`config.mk`:
```
export PLATFORM = sky130hd
export DESIGN_NAME = ladder_scan
export DESIGN_NICKNAME = d
export VERILOG_FILES = /design/src/rtl/ladder_pkg.sv /design/src/rtl/ladder_seq.sv /design/src/rtl/ladder_rungs.sv /design/src/rtl/ladder_scan.sv
export SDC_FILE = /design/constraint.sdc
export NUM_CORES = 1
export LEC_CHECK = 0
export ABC_AREA = 1
export BUFFER_PORTS_ARGS = -buffer_cell sky130_fd_sc_hd__buf_2
export CORE_MARGIN = 4
export CORE_UTILIZATION = 25
export DETAILED_ROUTE_END_ITERATION = 8
export SLEW_MARGIN = 20
export SYNTH_ARGS = -nofsm -noshare
export SYNTH_HDL_FRONTEND = slang
export SYNTH_SLANG_ARGS = --single-unit
```
`constraint.sdc`:
```
create_clock -name clk -period 1.2 [get_ports clk]
set_input_delay 0.24 -clock clk [delete_from_list [all_inputs] [get_ports clk]]
set_output_delay 0.24 -clock clk [all_outputs]
set_load 0.02 [all_outputs]
```
`src/rtl/ladder_pkg.sv`:
```
package ladder_pkg;

    typedef enum logic [1:0] {
        PH_WAIT  = 2'd0,
        PH_EVAL  = 2'd1,
        PH_WRITE = 2'd2
    } phase_e;

    localparam int N_RUNGS = 6;
    localparam int RUNG_W  = $clog2(N_RUNGS);

    // input image bit positions
    localparam int I_A     = 0;
    localparam int I_B     = 1;
    localparam int I_C     = 2;
    localparam int I_D     = 3;
    localparam int I_SW1   = 4;
    localparam int I_SW2   = 5;
    localparam int I_START = 6;
    localparam int I_STOP  = 7;
    localparam int I_USED  = 8;

    // coil / output image bit positions
    localparam int O_X     = 0;
    localparam int O_Y     = 1;
    localparam int O_LAMP  = 2;
    localparam int O_MOTOR = 3;
    localparam int O_GREEN = 4;
    localparam int O_RED   = 5;
    localparam int O_USED  = 6;

    // rung execution order
    localparam int RG_X     = 0;
    localparam int RG_Y     = 1;
    localparam int RG_LAMP  = 2;
    localparam int RG_MOTOR = 3;
    localparam int RG_GREEN = 4;
    localparam int RG_RED   = 5;

endpackage

```
`src/rtl/ladder_seq.sv`:
```
module ladder_seq
    import ladder_pkg::*;
(
    input  logic              clk,
    input  logic              rst_n,
    input  logic              scan_en,
    output logic              capture,
    output logic              eval_en,
    output logic              write_en,
    output logic [RUNG_W-1:0] rung,
    output logic              done
);

    typedef struct packed {
        phase_e              phase;
        logic [RUNG_W-1:0]   rung;
        logic                done;
    } seq_t;

    seq_t seq_d, seq_q;

    localparam logic [RUNG_W-1:0] LAST_RUNG = RUNG_W'(N_RUNGS - 1);

    always_comb begin
        seq_d      = seq_q;
        seq_d.done = 1'b0;
        unique case (seq_q.phase)
            PH_WAIT: begin
                if (scan_en) begin
                    seq_d.phase = PH_EVAL;
                    seq_d.rung  = '0;
                end
            end
            PH_EVAL: begin
                if (seq_q.rung == LAST_RUNG) begin
                    seq_d.phase = PH_WRITE;
                end else begin
                    seq_d.rung = seq_q.rung + 1'b1;
                end
            end
            PH_WRITE: begin
                seq_d.phase = PH_WAIT;
                seq_d.done  = 1'b1;
            end
            default: seq_d.phase = PH_WAIT;
        endcase
    end

    always_ff @(posedge clk or negedge rst_n) begin
        if (!rst_n) begin
            seq_q <= '{phase: PH_WAIT, rung: '0, done: 1'b0};
        end else begin
            seq_q <= seq_d;
        end
    end

    assign capture  = (seq_q.phase == PH_WAIT) && scan_en;
    assign eval_en  = (seq_q.phase == PH_EVAL);
    assign write_en = (seq_q.phase == PH_WRITE);
    assign rung     = seq_q.rung;
    assign done     = seq_q.done;

endmodule

```
`src/rtl/ladder_rungs.sv`:
```
module ladder_rungs
    import ladder_pkg::*;
#(
    parameter int IN_W  = 8,
    parameter int OUT_W = 8
) (
    input  logic [RUNG_W-1:0] rung,
    input  logic [IN_W-1:0]   in_img,
    input  logic [OUT_W-1:0]  coil_img,
    output logic [OUT_W-1:0]  coil_next
);

    logic a, b, c, d, sw1, sw2, start_c, stop_c;

    assign a       = in_img[I_A];
    assign b       = in_img[I_B];
    assign c       = in_img[I_C];
    assign d       = in_img[I_D];
    assign sw1     = in_img[I_SW1];
    assign sw2     = in_img[I_SW2];
    assign start_c = in_img[I_START];
    assign stop_c  = in_img[I_STOP];

    always_comb begin
        coil_next = coil_img;
        unique case (int'(rung))
            RG_X:     coil_next[O_X]     = (a | b) & (c | d);
            RG_Y:     coil_next[O_Y]     = ~a & (b | (c & d));
            RG_LAMP:  coil_next[O_LAMP]  = sw1 | sw2;
            // seal-in branch in parallel with start, stop contact normally closed
            RG_MOTOR: coil_next[O_MOTOR] = (start_c | coil_img[O_MOTOR]) & ~stop_c;
            RG_GREEN: coil_next[O_GREEN] = coil_img[O_MOTOR];
            RG_RED:   coil_next[O_RED]   = ~coil_img[O_MOTOR];
            default:  coil_next = coil_img;
        endcase
    end

endmodule

```
`src/rtl/ladder_scan.sv`:
```
module ladder_scan
    import ladder_pkg::*;
#(
    parameter int IN_W  = 8,
    parameter int OUT_W = 8
) (
    input  logic             clk,
    input  logic             rst_n,
    input  logic             scan_en,
    input  logic [IN_W-1:0]  in_pins,
    output logic [OUT_W-1:0] out_pins,
    output logic             scan_done
);

    localparam int SPARE_W = OUT_W - O_USED;

    typedef struct packed {
        logic [IN_W-1:0]  in_img;
        logic [OUT_W-1:0] coil_img;
        logic [OUT_W-1:0] out_img;
    } img_t;

    img_t img_d, img_q;

    logic              capture, eval_en, write_en;
    logic [RUNG_W-1:0] rung;
    logic [OUT_W-1:0]  coil_next;
    logic [IN_W-1:0]   in_img_q;

    ladder_seq u_seq (
        .clk      (clk),
        .rst_n    (rst_n),
        .scan_en  (scan_en),
        .capture  (capture),
        .eval_en  (eval_en),
        .write_en (write_en),
        .rung     (rung),
        .done     (scan_done)
    );

    ladder_rungs #(.IN_W(IN_W), .OUT_W(OUT_W)) u_rungs (
        .rung      (rung),
        .in_img    (img_q.in_img),
        .coil_img  (img_q.coil_img),
        .coil_next (coil_next)
    );

    always_comb begin
        img_d = img_q;
        if (capture) begin
            img_d.in_img = in_pins;
        end
        if (eval_en) begin
            img_d.coil_img = coil_next;
            if (SPARE_W > 0) begin
                img_d.coil_img[OUT_W-1:O_USED] = '0;
            end
        end
        if (write_en) begin
            img_d.out_img = img_q.coil_img;
        end
    end

    always_ff @(posedge clk or negedge rst_n) begin
        if (!rst_n) begin
            img_q <= '0;
        end else begin
            img_q <= img_d;
        end
    end

    assign out_pins = img_q.out_img;
    assign in_img_q = img_q.in_img;

endmodule

```
Word level (Yosys, flattened, before mapping)

Index checks and enable logic that the tools add are counted.
W data, S select, Z words.

Logic and storage cells: 52
Bits in registers: 26

Muxes and demuxes: 6
Add/subtract/negate cells: 1
Reductions and logical operators: 12
Bitwise gates (word level): 12
Eq/ne operators: 10

Operator list:

| kind                  | count |
|---|---|
| $reduce_and A2 Y1     | 7 |
| $eq A3 B2 Y1 const B  | 2 |
| $eq A3 B3 Y1 const B  | 2 |
| $pmux W3 S2           | 1 |
| $mux W5               | 1 |
| $or A1 B1 Y1          | 5 |
| $and A1 B1 Y1         | 4 |
| $ne A2 B2 Y1 const B  | 2 |
| $pmux W2 S2           | 1 |
| $add A3 B1 Y3 const B | 1 |
| $eq A3 B1 Y1 const B  | 1 |
| $logic_not A3 Y1      | 1 |
| $mux W3               | 1 |
| $not A1 Y1            | 3 |
| $reduce_and A3 Y1     | 1 |
| $eq A2 B1 Y1 const B  | 1 |
| $eq A2 B2 Y1 const B  | 1 |
| $logic_not A2 Y1      | 1 |
| $mux W2               | 1 |
| $ne A2 B1 Y1 const B  | 1 |
| $reduce_bool A2 Y1    | 1 |
| $logic_and A1 B1 Y1   | 1 |
| $mux W1               | 1 |

Depth between registers and ports, before layout

Depth after elaboration: 3
Gate-level depth with buffers: 7
Mapped depth without buffers: 7

Cells and area by module

A second synthesis with hierarchy kept.

Cells, all modules: 169
Area, all modules: 1,318.8 µm²

By module, submodules not included:

| module       | cells an instance | area each (µm²) | instances | seq. area each (µm²) |
|---|---|---|---|---|
| ladder_scan  | 93                | 812.0           | 1         | 500.5 |
| ladder_seq   | 40                | 341.6           | 1         | 150.1 |
| ladder_rungs | 36                | 165.2           | 1         | 0.0 |

Worst setup path after synthesis

No wires, ideal clock.

Path type: reg-to-reg
Start point: register u_seq.seq_q, in the netlist u_seq.rung[0]
End point: register u_seq.seq_q, in the netlist u_seq.rung[2]
Library setup time: 0.118 ns
Cell stages (with the launch flop): 6
Data arrival time: 0.990 ns
Slack: 0.092 ns
Path buffers: 0
Clock period less this slack: 1.108 ns
Required time: 1.082 ns
Cells stage by stage: dfrtp_1 > ha_1 > ha_1 > inv_1 > nand4_1 > nand2_1

Longest elaborated chain between the ends: 3
Elaborated cells between the ends (all ways): 6

Ends and longest elaborated chain:

| element                                          | line                               | source |
|---|---|---|
| from (decl)                                      | ladder_seq.sv:20                   | `seq_t seq_d, seq_q;` |
| from (signal assigned)                           | ladder_seq.sv:51                   | `seq_q <= '{phase: PH_WAIT, rung: '0, done: 1'b0};` |
| from (signal assigned)                           | ladder_seq.sv:53                   | `seq_q <= seq_d;` |
| $add A3 B1 Y3 or $eq A3 B3 Y1 (tied branches)    | ladder_seq.sv:38, ladder_seq.sv:35 |  |
| $mux W3 or $ne A2 B2 Y1 (tied branches)          | n/a                                |  |
| $pmux W3 S2 or $reduce_and A3 Y1 (tied branches) | n/a                                |  |

Parallel ways exist; a longest one is shown, timed or not. The select of a mux whose other input is x is not followed.
A chain may end at the register's enable or synchronous reset.

Final worst setup path

Same ends and word-level chain as after synthesis.

==> impl_results.md <==
- Status: finished clean
- Clk root buf: clkbuf_8
- Hold WC Path Type: input port to flip-flop
- H-tree depth: 1
- Max FO, Critical Path: 4
- Power Density: 2390 mW/mm^2
- Skew-Pair Late Insertion Delay: 0.27 ns
- Via-to-Cell Ratio: 3.85
- Placed cell area: 0.00137 mm^2
- Synth warn: 0
- Die area: 0.00608 mm^2
- DRT antenna net count: 0
- Gr ovfl total: 0
- Initial core utilization: 0.259
- Filler cell count: 505
- PortBufs: 17
- Mapped cell area: 0.00122 mm^2
- TritonCTS clock tree: yes
- Crit path kind: flip-flop to flip-flop
- Synthesized flop and latch total: 26
- Final net count: 177
- Ranking of synthesized cells by area: dfrtp_1 (53%), nand2_1 (15%), buf_4 (6.1%)
- Max-Cap Viols: 0
- Cell leakage power: 0.815 nW
- Startpoint Class: flip-flop
- Mapped Avg Cell Area: 8.57 um^2
- Placer Congestion: 0.734
- Most common cell after layout, fill and taps aside: nand2_1
- Finish-stage setup viols: 0
- Chip Width: 78.0 um
- Combined global-route utilization of all metal layers: 0.0759
- Routed vias: 875
- Critical Path Sink Type: flip-flop
- Row count: 25
- Final hold vios: 0
- Final Util: 0.311
- Post-Place Cells: 222
- Setup WS pre-CTS: -0.00507 ns
- Post-synthesis sequential area ratio: 0.531
- Largest net degree at the start of global routing: 27
- Share of layout cells above drive strength 1: 0.250
- Initial antenna violation count: 0
- Clock Sinks: 26
- RSZ-0062 raised after global routing: true
- Min Tclk post-route: 1.18 ns
- Post-DP HPWL: 1520 um
- Design area: 0.00147 mm^2
- Distinct cells, synth: 17
- CP arrival: 1.35 ns
- Iter 0 DRT Violations: 23
- First-pass GRT wire length: 3720 um
- Fin cells: 227
- WL/cell: 8.89 um
- Final wirelength: 2020 um
- Fin worst setup slack: 0.0181 ns
- Most frequent cells in the layout: nand2_1 (47), dfrtp_1 (24), buf_2 (17)
- Vias in the first global route: 856
- Final period utilization: 0.985
- Top cell type by total area after synthesis: dfrtp_1
- Synth top area share: 0.531
- Number of diodes: 0
- Max-slew violation count: 0
- Max Root-Sink Buffers: 2
- Clock Skews: 0.00398 ns
- Top Ports: 20
- Clk slew on worst S/H paths: 0.09 ns
- Peak VDD IR: 891 uV
- DR pass1 iterations: 4
- Fmax: 0.846 GHz
- Drt drc: 0
- Setup TNS: 0 ns
- Area Overhead vs Synth: 19.9%
- Num CTS Buffers: 3
- Die height: 78.0 um
- Core Area: 0.00472 mm^2
- Syn Inst Count: 143
- CP required: 1.36 ns
## flip-flops by register name, indices dropped and copies added, names as in the netlist
name,count
out_pins,6
u_seq.rung,3
u_seq.done,1
u_seq.seq_q,2
in_img_q,8
img_q,6
## cells in the mapped netlist
cell type and instances:
nor2_1 6, nor2_4 1, inv_1 16, nand4_1 4, buf_4 10, ha_1 5
o21ai_1 1, conb_1 1, nand2_1 49, o21ai_0 12, inv_2 3, nand3_2 1
dfrtp_1 26, nand3_1 5, a21oi_1 1, or2_2 1, o21bai_1 1
## cell type report
type | instances | area, um^2 | share of cell area
Clock buffer | 3 | 41.3 | 0.0281
Clock inverter | 1 | 30.0 | 0.0204
Inverter | 19 | 71.3 | 0.0486
Multi-Input combinational cell | 89 | 452 | 0.307
Sequential cell | 26 | 653 | 0.445
Tap cell | 67 | 83.8 | 0.0571
Timing Repair Buffer | 22 | 138 | 0.0937
## metal layers
metal	vias up	share of wire	wire length (um)	GRT usage
met5	-	0	0	0
met4	0	0	0	0.0157
met3	0	0.065	132	0.0313
met2	21	0.45	900	0.123
met1	384	0.49	984	0.0947
li1	470	-	-	-
## power by group
part | switching (mW) | internal (mW)
logic | 0.768 | 0.534
clock network | 0.261 | 0.446
registers | 0.257 | 1.25
total | 1.29 | 2.23
## cell families (layout without fill, tap and decap cells)
kind of cell               Yosys count  after routing  share of synthesized area
and+or+nand+nor                     67             67                      0.232
buffers and inverters               29             45                      0.120
DFF                                 26             26                      0.531
AOI/OAI and AO/OA                   15             15                     0.0633
adders and majority gates            5              5                     0.0511
other                                1              2                    0.00306
## worst max-delay path, stage by stage, from the launching register on
cell     delay, ns
dfrtp_1       0.43
ha_1          0.22
ha_1          0.27
inv_1         0.03
nand4_1       0.08
nand2_1       0.06
## repair_timing
| action | 4_1_cts | 5_1_grt |
|---|---|---|
| endpoints found under the hold margin | 26 | 0 |
| cloned | 0 | 0 |
| hold buffers | 1 | 0 |
| gates resized for setup | 1 | 9 |
| setup buffers | 0 | 0 |
| setup endpoints to repair | 3 | 10 |
## worst paths after layout
check                              startpoint             to  slack (ns)  depth (start not counted)
worst min-delay path               in_pins[7]    in_img_q[7]        0.21                          3
min in group asynchronous               rst_n    in_img_q[2]        0.48                          3
worst min register to register       img_q[8]    out_pins[0]        0.48                          2
max in group asynchronous               rst_n  u_seq.rung[2]        0.45                          3
worst max register to register  u_seq.rung[0]  u_seq.rung[2]        0.02                          5
worst max-delay path            u_seq.rung[0]  u_seq.rung[2]        0.02                          5
## stage by stage
| step | hold slack [ns] | total power, mW |
|---|---|---|
| 3_3_place_gp | 0.252 | 2.75 |
| 3_5_place_dp | 0.250 | 2.78 |
| 4_1_cts | 0.199 | 3.52 |
| 2_1_floorplan | -0.0556 | 2.49 |
| 5_1_grt | 0.203 | 3.89 |
| 6_report | 0.206 | 3.51 |
No activity file was read; power rests on OpenSTA's default activity.
